--- src/rtl/rxv_pkg.sv ---
package rxv_pkg;
   localparam int FIELD_W = 16;

   typedef struct packed {
      logic keep;
      logic fcs_bad;
   } rxv_flags_t;

   function automatic rxv_flags_t rxv_judge(input logic fcs_ok, input logic keep_bad_fcs,
                                            input logic oversize, input logic len_err);
      rxv_flags_t f;
      f.fcs_bad = ~fcs_ok;
      f.keep    = ~oversize & ~len_err & (fcs_ok | keep_bad_fcs);
      return f;
   endfunction
endpackage

--- src/rtl/rxv_byte_tracker.sv ---
module rxv_byte_tracker
   import rxv_pkg::*;
#(
   parameter int LEN_W     = 16,
   parameter int FIELD_POS = 12
) (
   input  logic               clk,
   input  logic               rst_n,
   input  logic               in_valid,
   input  logic [7:0]         in_data,
   input  logic               in_first,
   input  logic               too_long,
   output logic [LEN_W-1:0]   count_nx,
   output logic [FIELD_W-1:0] field_nx,
   output logic               oversize_nx
);
   localparam logic [LEN_W-1:0] CNT_MAX = '1;
   localparam logic [LEN_W-1:0] POS_HI  = LEN_W'(FIELD_POS);
   localparam logic [LEN_W-1:0] POS_LO  = LEN_W'(FIELD_POS + 1);

   logic [LEN_W-1:0]   count_q;
   logic [FIELD_W-1:0] field_q;
   logic               oversize_q;
   logic [LEN_W-1:0]   pos;
   logic [FIELD_W-1:0] field_base;

   assign pos        = in_first ? '0 : count_q;
   assign field_base = (in_valid && in_first) ? '0 : field_q;

   always_comb begin
      count_nx = count_q;
      if (in_valid) begin
         if (in_first)               count_nx = LEN_W'(1);
         else if (count_q != CNT_MAX) count_nx = count_q + LEN_W'(1);
      end
   end

   always_comb begin
      field_nx = field_base;
      if (in_valid && pos == POS_HI) field_nx[15:8] = in_data;
      if (in_valid && pos == POS_LO) field_nx[7:0]  = in_data;
   end

   assign oversize_nx = ((in_valid && in_first) ? 1'b0 : oversize_q) | (in_valid & too_long);

   always_ff @(posedge clk or negedge rst_n) begin
      if (!rst_n) begin
         count_q    <= '0;
         field_q    <= '0;
         oversize_q <= 1'b0;
      end else begin
         count_q    <= count_nx;
         field_q    <= field_nx;
         oversize_q <= oversize_nx;
      end
   end

   // each continuing byte advances the count by one until saturation
   a_r1_count_step: assert property (@(posedge clk) disable iff (!rst_n)
      in_valid && !in_first && count_q != CNT_MAX |=> count_q == $past(count_q) + LEN_W'(1));
   // a first byte restarts the count at one
   a_r1_count_restart: assert property (@(posedge clk) disable iff (!rst_n)
      in_valid && in_first |=> count_q == LEN_W'(1));
endmodule

--- config.mk ---
export PLATFORM = sky130hd
export DESIGN_NAME = rxv_byte_tracker
export DESIGN_NICKNAME = d
export VERILOG_FILES = /design/src/rtl/rxv_pkg.sv /design/src/rtl/rxv_byte_tracker.sv
export SDC_FILE = /design/constraint.sdc
export NUM_CORES = 1
export LEC_CHECK = 0
export BUFFER_PORTS_ARGS = -buffer_cell sky130_fd_sc_hd__buf_2
export CAP_MARGIN = 20
export CORE_UTILIZATION = 47
export CTS_CLUSTER_DIAMETER = 60
export CTS_CLUSTER_SIZE = 25
export DETAILED_ROUTE_END_ITERATION = 6
export GPL_ROUTABILITY_DRIVEN = 0
export PLACE_DENSITY = 0.86
export SYNTH_ARGS = -nofsm -noshare
export SYNTH_HDL_FRONTEND = slang
export SYNTH_SLANG_ARGS = --single-unit
--- constraint.sdc ---
create_clock -name clk -period 1.8 [get_ports clk]
set_input_delay 0.09 -clock clk [delete_from_list [all_inputs] [get_ports clk]]
set_output_delay 0.09 -clock clk [all_outputs]
set_load 0.005 [all_outputs]
==> results of run 1 <==
[worst reg2reg max path, stage by stage, from the launching register on]
cell     delay (ns)
dfrtp_2        0.49
nor4_4         0.34
nand4_1        0.20
buf_4          0.19
nor3_4         0.16
buf_12         0.19
mux2i_4        0.26
buf_6          0.12
buf_6          0.08
buf_6          0.07
[what timing repair did]
| action | in CTS | in global routing |
|---|---|---|
| gates cloned | 0 | 1 |
| setup endpoints to repair | 35 | 51 |
| endpoints found under the hold margin | 35 | 0 |
| pin swaps | 21 | 29 |
| resized for setup | 55 | 80 |
| setup buffers | 19 | 25 |
| hold buffers | 3 | 0 |
[power groups by stage]
stage / Sequential [mW] / Clock, mW / Combinational, mW
final: 0.797 / 0.524 / 0.287
after global routing: 0.799 / 0.546 / 0.302
after CTS: 0.790 / 0.492 / 0.214
after detailed placement: 0.799 / 0 / 0.174
after global placement: 0.796 / 0 / 0.167
after floorplan: 0.795 / 0 / 0.0789
[layout by cell type, fill, tap and decap left out, types with 6 or more instances in the layout]
cell / netlist / routed
nand2_1: 24 / 23
buf_4: 0 / 41
mux2i_4: 0 / 8
dfrtp_2: 0 / 9
buf_6: 0 / 31
buf_2: 4 / 43
inv_1: 10 / 10
nand3_1: 10 / 6
mux2i_2: 0 / 7
dfrtp_1: 33 / 24
[worst paths after layout]
path | start | end | slack, ns | cells past startpoint
hold reg to reg | oversize_q | oversize_q | 0.56 | 1
min in group asynchronous | rst_n | field_q[5] | 0.32 | 2
setup / recovery | count_q[14] | field_nx[0] | -0.70 | 5
max in group asynchronous | rst_n | count_q[7] | 0.94 | 2
hold / removal | in_data[4] | field_q[4] | 0.05 | 3
setup reg to reg | count_q[14] | field_q[13] | -0.33 | 9
[cell families after synthesis]
family | count (synthesis) | share of synthesized area
simple gates | 76 | 0.2570
flops | 33 | 0.4832
compound gates | 26 | 0.1003
buf+inv | 19 | 0.04466
mux | 17 | 0.1025
xor+xnor | 1 | 0.005125
fa+ha+maj | 1 | 0.007319
[per-stage QoR]
stage	total power, mW	setup TNS, ns
finish	1.607	-21.95
global route	1.646	-23.62
CTS	1.496	-11.40
detailed placement	0.9735	-0.8435
global placement	0.9632	-0.06388
floorplan	0.8742	0
[cell usage after synthesis, drive strengths merged (2+ instances only)]
cell type / number
mux2i: 16
buf: 4
clkbuf: 5
a31oi: 2
nand3: 10
inv: 10
dfrtp: 33
nand2: 24
nor4: 5
or3: 5
o21ai: 5
o31ai: 4
nor2: 4
nor3: 9
or4: 4
nand4: 6
a21oi: 8
and2: 3
and4: 3
[routing by layer]
metal | routed length [µm] | track usage | vias to the layer above
met3 | 1024 | 0.1085 | 88
met1 | 3360 | 0.4301 | 1150
met2 | 4286 | 0.5659 | 225
li1 | - | - | 873
met4 | 892 | 0.2064 | 0
met5 | 0 | 0 | -
[cell type report]
| cell class | count | share of cell area |
|---|---|---|
| Tap cell | 46 | 0.01760 |
| Multi-Input combinational cell | 121 | 0.3948 |
| Clock inverter | 1 | 0.001530 |
| Inverter | 10 | 0.01148 |
| Clock buffer | 7 | 0.01989 |
| Timing Repair Buffer | 122 | 0.2988 |
| Sequential cell | 33 | 0.2559 |
[state kept, by name (all words and copies together) (netlist names)]
register and flops:
count_q 16, field_q 16, oversize_q 1
==> results.yml, run 1 <==
worst_hold_path:
  hold_path_class: "input port to register"
grt:
  antenna_found_initial: 0
  grt_pass1_wl_mm: 10.34
  overflow: 0
  grt_use_total: 0.3568
  grt_pass1_vias: 2048
  grt_max_degree: 34
sta:
  drv_slew: 0
  hold_viol: 0
  min_period_over_period: 1.389
  worst_pin_slew_ns: 0.7652
  skew_ns: 0.01676
  rsz0062_at_grt: "yes"
  relSlewSlack: 0.4899
  holdWs_ns: 0.04602
  fin_crit_ns: 2.500
  layout_setup_ws_ns: -0.6999
  clock.fmax_mhz: 400.0
  setup_viol: 58
detailed_routing:
  ant_nets: 0
  num_vias: 2336
  drc: 5
  dr.pass1.iters: 7
  totalWireLength_mm: 9.564
  wl_per_cell_um: 28.13
  via_per_inst: 6.871
  drt_iter0_markers: 326
logic_synthesis:
  synth.distinct_cells: 38
  seq_area_frac_synth: 0.4832
  syn_inst: 173
  yosysTopAreaCellShare: 0.4832
  synthArstFlopShare: 1.000
  synth_largest_area_cell: "dfrtp_1"
  ys_ff_latch: 33
  syn_area_um2: 1709
  avgSynthCellArea_um2: 9.879
  synth_area_leaders: "dfrtp_1 48%, mux2i_1 9.4%, nand2_1 5.3%, nand3_1 2.9%, a21oi_1 2.3%"
  synth-edff-count: 0
  synth_flop_cell: "dfrtp_1"
  yosys_warnings: 0
  syn-num-nets: 187
placement:
  place_area_um2: 2282
  dpl.cell_count: 292
  portBuffers: 45
  dp_hpwl_mm: 3.211
  dp_worst_setup_slack_ns: -0.07612
floorplanning:
  io_pins: 46
  dieArea_um2: 3882
  row_count: 21
  core_um2: 3416
  initial_core_util: 0.5004
  chipWidth_um: 62.31
  die_h_um: 62.31
critical_path:
  cp_max_fo: 8
  end_kind: "primary output"
  worstPathRequired_ns: 1.71
  critPathLaunchType: "register"
  crit_path_top_delay_cell: "or3_4"
  crit_arrival_ns: 2.41
  crit_chain: "nor4_4, nand4_1, or3_4, mux2i_4, buf_2"
  path_buf_inv: 1
  crit_type: "register to primary output"
  slowest_delay_ns: 0.56
  crit_family: "simple AND/OR/NAND/NOR gates"
cts:
  cts_buffer_depth: 2
  cts.sinks: 33
  cts_buffers: 5
  htree_levels: 2
  clk_pin_slew_ns: 0.13
  cts_root_buf: "clkbuf_4"
  insertion_delay_ns: 0.37
  tritoncts: "done"
run:
  max_cap_violations: 0
power:
  pwr-share-seq: 0.496
  p_int_mw: 1.117
  max-vdd-ir-drop_mv: 0.6066
  clkPwrFrac: 0.326
  netSwitchingFraction: 0.3054
  pwr-share-comb: 0.178
  powerDensity_nw_per_um2: 491.5
  power.leakage_nw: 1.574
  p_switching_uw: 490.9
cells_and_area:
  layout.nets: 307
  multi_input_area_um2: 1291
  fin_cells: 340
  n_fill_cell: 73
  drive_gt1_frac: 0.7007
  final_core_util: 0.9575
  register_area_um2: 837.1
  n_antenna_cell: 0
  final_area_um2: 3271
  area.growth.synth_to_final_pct: 91.36
status:
  violations: "DRC, setup timing"
  status: "finished with violations"
Note: power is estimated with default switching activity, not from simulation.
==> inputs of run 2 (changes only) <==
--- a/config.mk
+++ b/config.mk
@@ -7,6 +7,7 @@
 export LEC_CHECK = 0
 export BUFFER_PORTS_ARGS = -buffer_cell sky130_fd_sc_hd__buf_2
 export CAP_MARGIN = 20
+export CORE_MARGIN = 2
 export CORE_UTILIZATION = 47
 export CTS_CLUSTER_DIAMETER = 60
 export CTS_CLUSTER_SIZE = 25
==> run 2 against run 1 <==
  * The run ends with setup timing left
  * Core utilization shrank 8.1 points
  * Flip-flop and latch count is the same
  * Fmax shrank 3.5%
  * Via count shrank 7.5%
  * Sequential share of layout area grew 2.1 points
  * Register-to-register slack lost 0.22 ns
  * Setup slack lost 0.092 ns
  * Global-route usage shrank 2.5 points
==> results.yml, run 2 (synthesis results as in run 1) <==
floorplanning:
  initial_core_util: 0.5004
  die_h_um: 64.31
  io_pins: 46
  row_count: 21
  chipWidth_um: 64.31
  core_um2: 3416
  dieArea_um2: 4135
sta:
  drv_slew: 0
  clock.fmax_mhz: 385.9
  fin_crit_ns: 2.591
  skew_ns: 0.01864
  min_period_over_period: 1.440
  finalSetupTns_ns: -23.25
  hold_viol: 0
  worst_pin_slew_ns: 0.7551
  setup_viol: 62
  rsz0062_at_grt: "yes"
  relSlewSlack: 0.4966
  layout_setup_ws_ns: -0.7915
grt:
  antenna_found_initial: 0
  overflow: 0
  grt_max_degree: 34
  grt_use_total: 0.3321
  grt_pass1_vias: 1953
  grt_pass1_wl_mm: 10.18
worst_hold_path:
  holdPathStages: 3
  hold_path_class: "input port to register"
  worstHoldStart: "in_data[2]"
  min_to: "field_q[2]"
detailed_routing:
  drc: 0
  totalWireLength_mm: 7.998
  num_vias: 2160
  via_per_inst: 6.429
  dr.pass1.iters: 5
  wl_per_cell_um: 23.80
  ant_nets: 0
  drt_iter0_markers: 249
cells_and_area:
  layout.nets: 303
  final_common_cell: "buf_4"
  n_fill_cell: 151
  area.growth.synth_to_final_pct: 75.26
  mostFrequentLayoutCells: "54 x buf_4, 45 x buf_2, 30 x dfrtp_1"
  drive_gt1_frac: 0.6241
  n_antenna_cell: 0
  largestRegisters: "count_q x16, field_q x16, oversize_q x1"
  final_area_um2: 2995
power:
  powerDensity_nw_per_um2: 555.7
  clkPwrFrac: 0.370
  pwr-share-seq: 0.479
  p_int_mw: 1.206
  power.leakage_nw: 1.553
  max-vdd-ir-drop_mv: 0.5689
  p_switching_uw: 458.6
  pwr-share-comb: 0.151
  netSwitchingFraction: 0.2755
placement:
  place_area_um2: 2262
  dp_worst_setup_slack_ns: -0.2308
  dp_hpwl_mm: 3.192
  portBuffers: 45
cts:
  insertion_delay_ns: 0.37
  htree_levels: 2
  tritoncts: "done"
  cts_buffer_depth: 2
  clk_pin_slew_ns: 0.12
  cts.sinks: 33
  cts_root_buf: "clkbuf_4"
  cts_buffers: 5
critical_path:
  cp_max_fo: 5
  reg2reg_from: "count_q[13]"
  crit_type: "register to primary output"
  r2r-end: "count_q[10]"
  end_kind: "primary output"
  ff2ff_path_depth: 14
  worstPathRequired_ns: 1.71
  crit_arrival_ns: 2.50
  reg2reg_slack_ns: -0.55
  critPathLaunchType: "register"
status:
  status: "finished with violations"
  violations: "setup timing"
run:
  max_cap_violations: 0
## run 2: changes by cell type in the layout (fill, tap and decap cells not counted), sizes merged
cell and change:
buf -4, bufinv +1, clkinv -1
## run 2: per-stage QoR
step	instances	hold slack, ns	total power [mW]	util
2_1_floorplan	173	-0.2056	0.8742	-
3_3_place_gp	291	0.1797	0.9615	0.6623
3_5_place_dp	291	0.1867	0.9682	0.6623
4_1_cts	326	0.01673	1.598	0.8165
5_1_grt	336	0.03787	1.722	0.8769
6_report	336	0.05335	1.665	0.8769
## run 2: worst max path at each step
stage | start | to | slack [ns] | depth (start not counted)
global placement | count_q[14] | field_nx[7] | -0.13 | 6
detailed placement | count_q[14] | field_nx[11] | -0.23 | 7
global route | count_q[12] | field_nx[8] | -0.85 | 7
floorplan | count_q[0] | count_q[1] | 0.03 | 5
finish | count_q[13] | count_nx[4] | -0.79 | 9
CTS | count_q[13] | field_nx[11] | -0.51 | 7
## run 2: power groups by stage
stage / Sequential, mW / Combinational (mW) / Clock (mW)
2_1_floorplan: 0.795 / 0.0789 / 0
3_3_place_gp: 0.796 / 0.165 / 0
3_5_place_dp: 0.798 / 0.170 / 0
4_1_cts: 0.789 / 0.206 / 0.602
5_1_grt: 0.797 / 0.262 / 0.663
6_report: 0.798 / 0.252 / 0.615
## run 2: final cells by class
class | instances | area [µm²] | area share
multi-input cells | 121 | 1127 | 0.3764
repair buffers | 118 | 858.3 | 0.2865
flip-flops and latches | 33 | 829.5 | 0.2769
well taps | 46 | 57.56 | 0.01921
clock buffers | 7 | 55.05 | 0.01838
inverters | 10 | 37.54 | 0.01253
clock inverters | 1 | 30.03 | 0.01003
## run 2: layer usage
metal / vias to the layer above / global-route usage / part of all wire
met5: - / 0 / 0
met4: 0 / 0.1649 / 0.072
met3: 61 / 0.06162 / 0.098
met2: 198 / 0.5417 / 0.48
met1: 1036 / 0.4235 / 0.34
li1: 865 / - / -
## run 2: worst max-delay path, stage by stage (launching register included)
cell,delay [ns]
dfrtp_1,0.43
buf_4,0.14
buf_6,0.09
nand4_1,0.18
buf_6,0.20
buf_4,0.14
o31ai_4,0.41
xor2_1,0.16
nor2_1,0.22
buf_2,0.16
## run 2: what timing repair did
action	4_1_cts	5_1_grt
setup endpoints to repair	49	57
hold buffers	3	0
buffers inserted	28	11
cloned	0	1
endpoints found under the hold margin	35	0
gates resized for setup	53	31
pin swaps	17	15
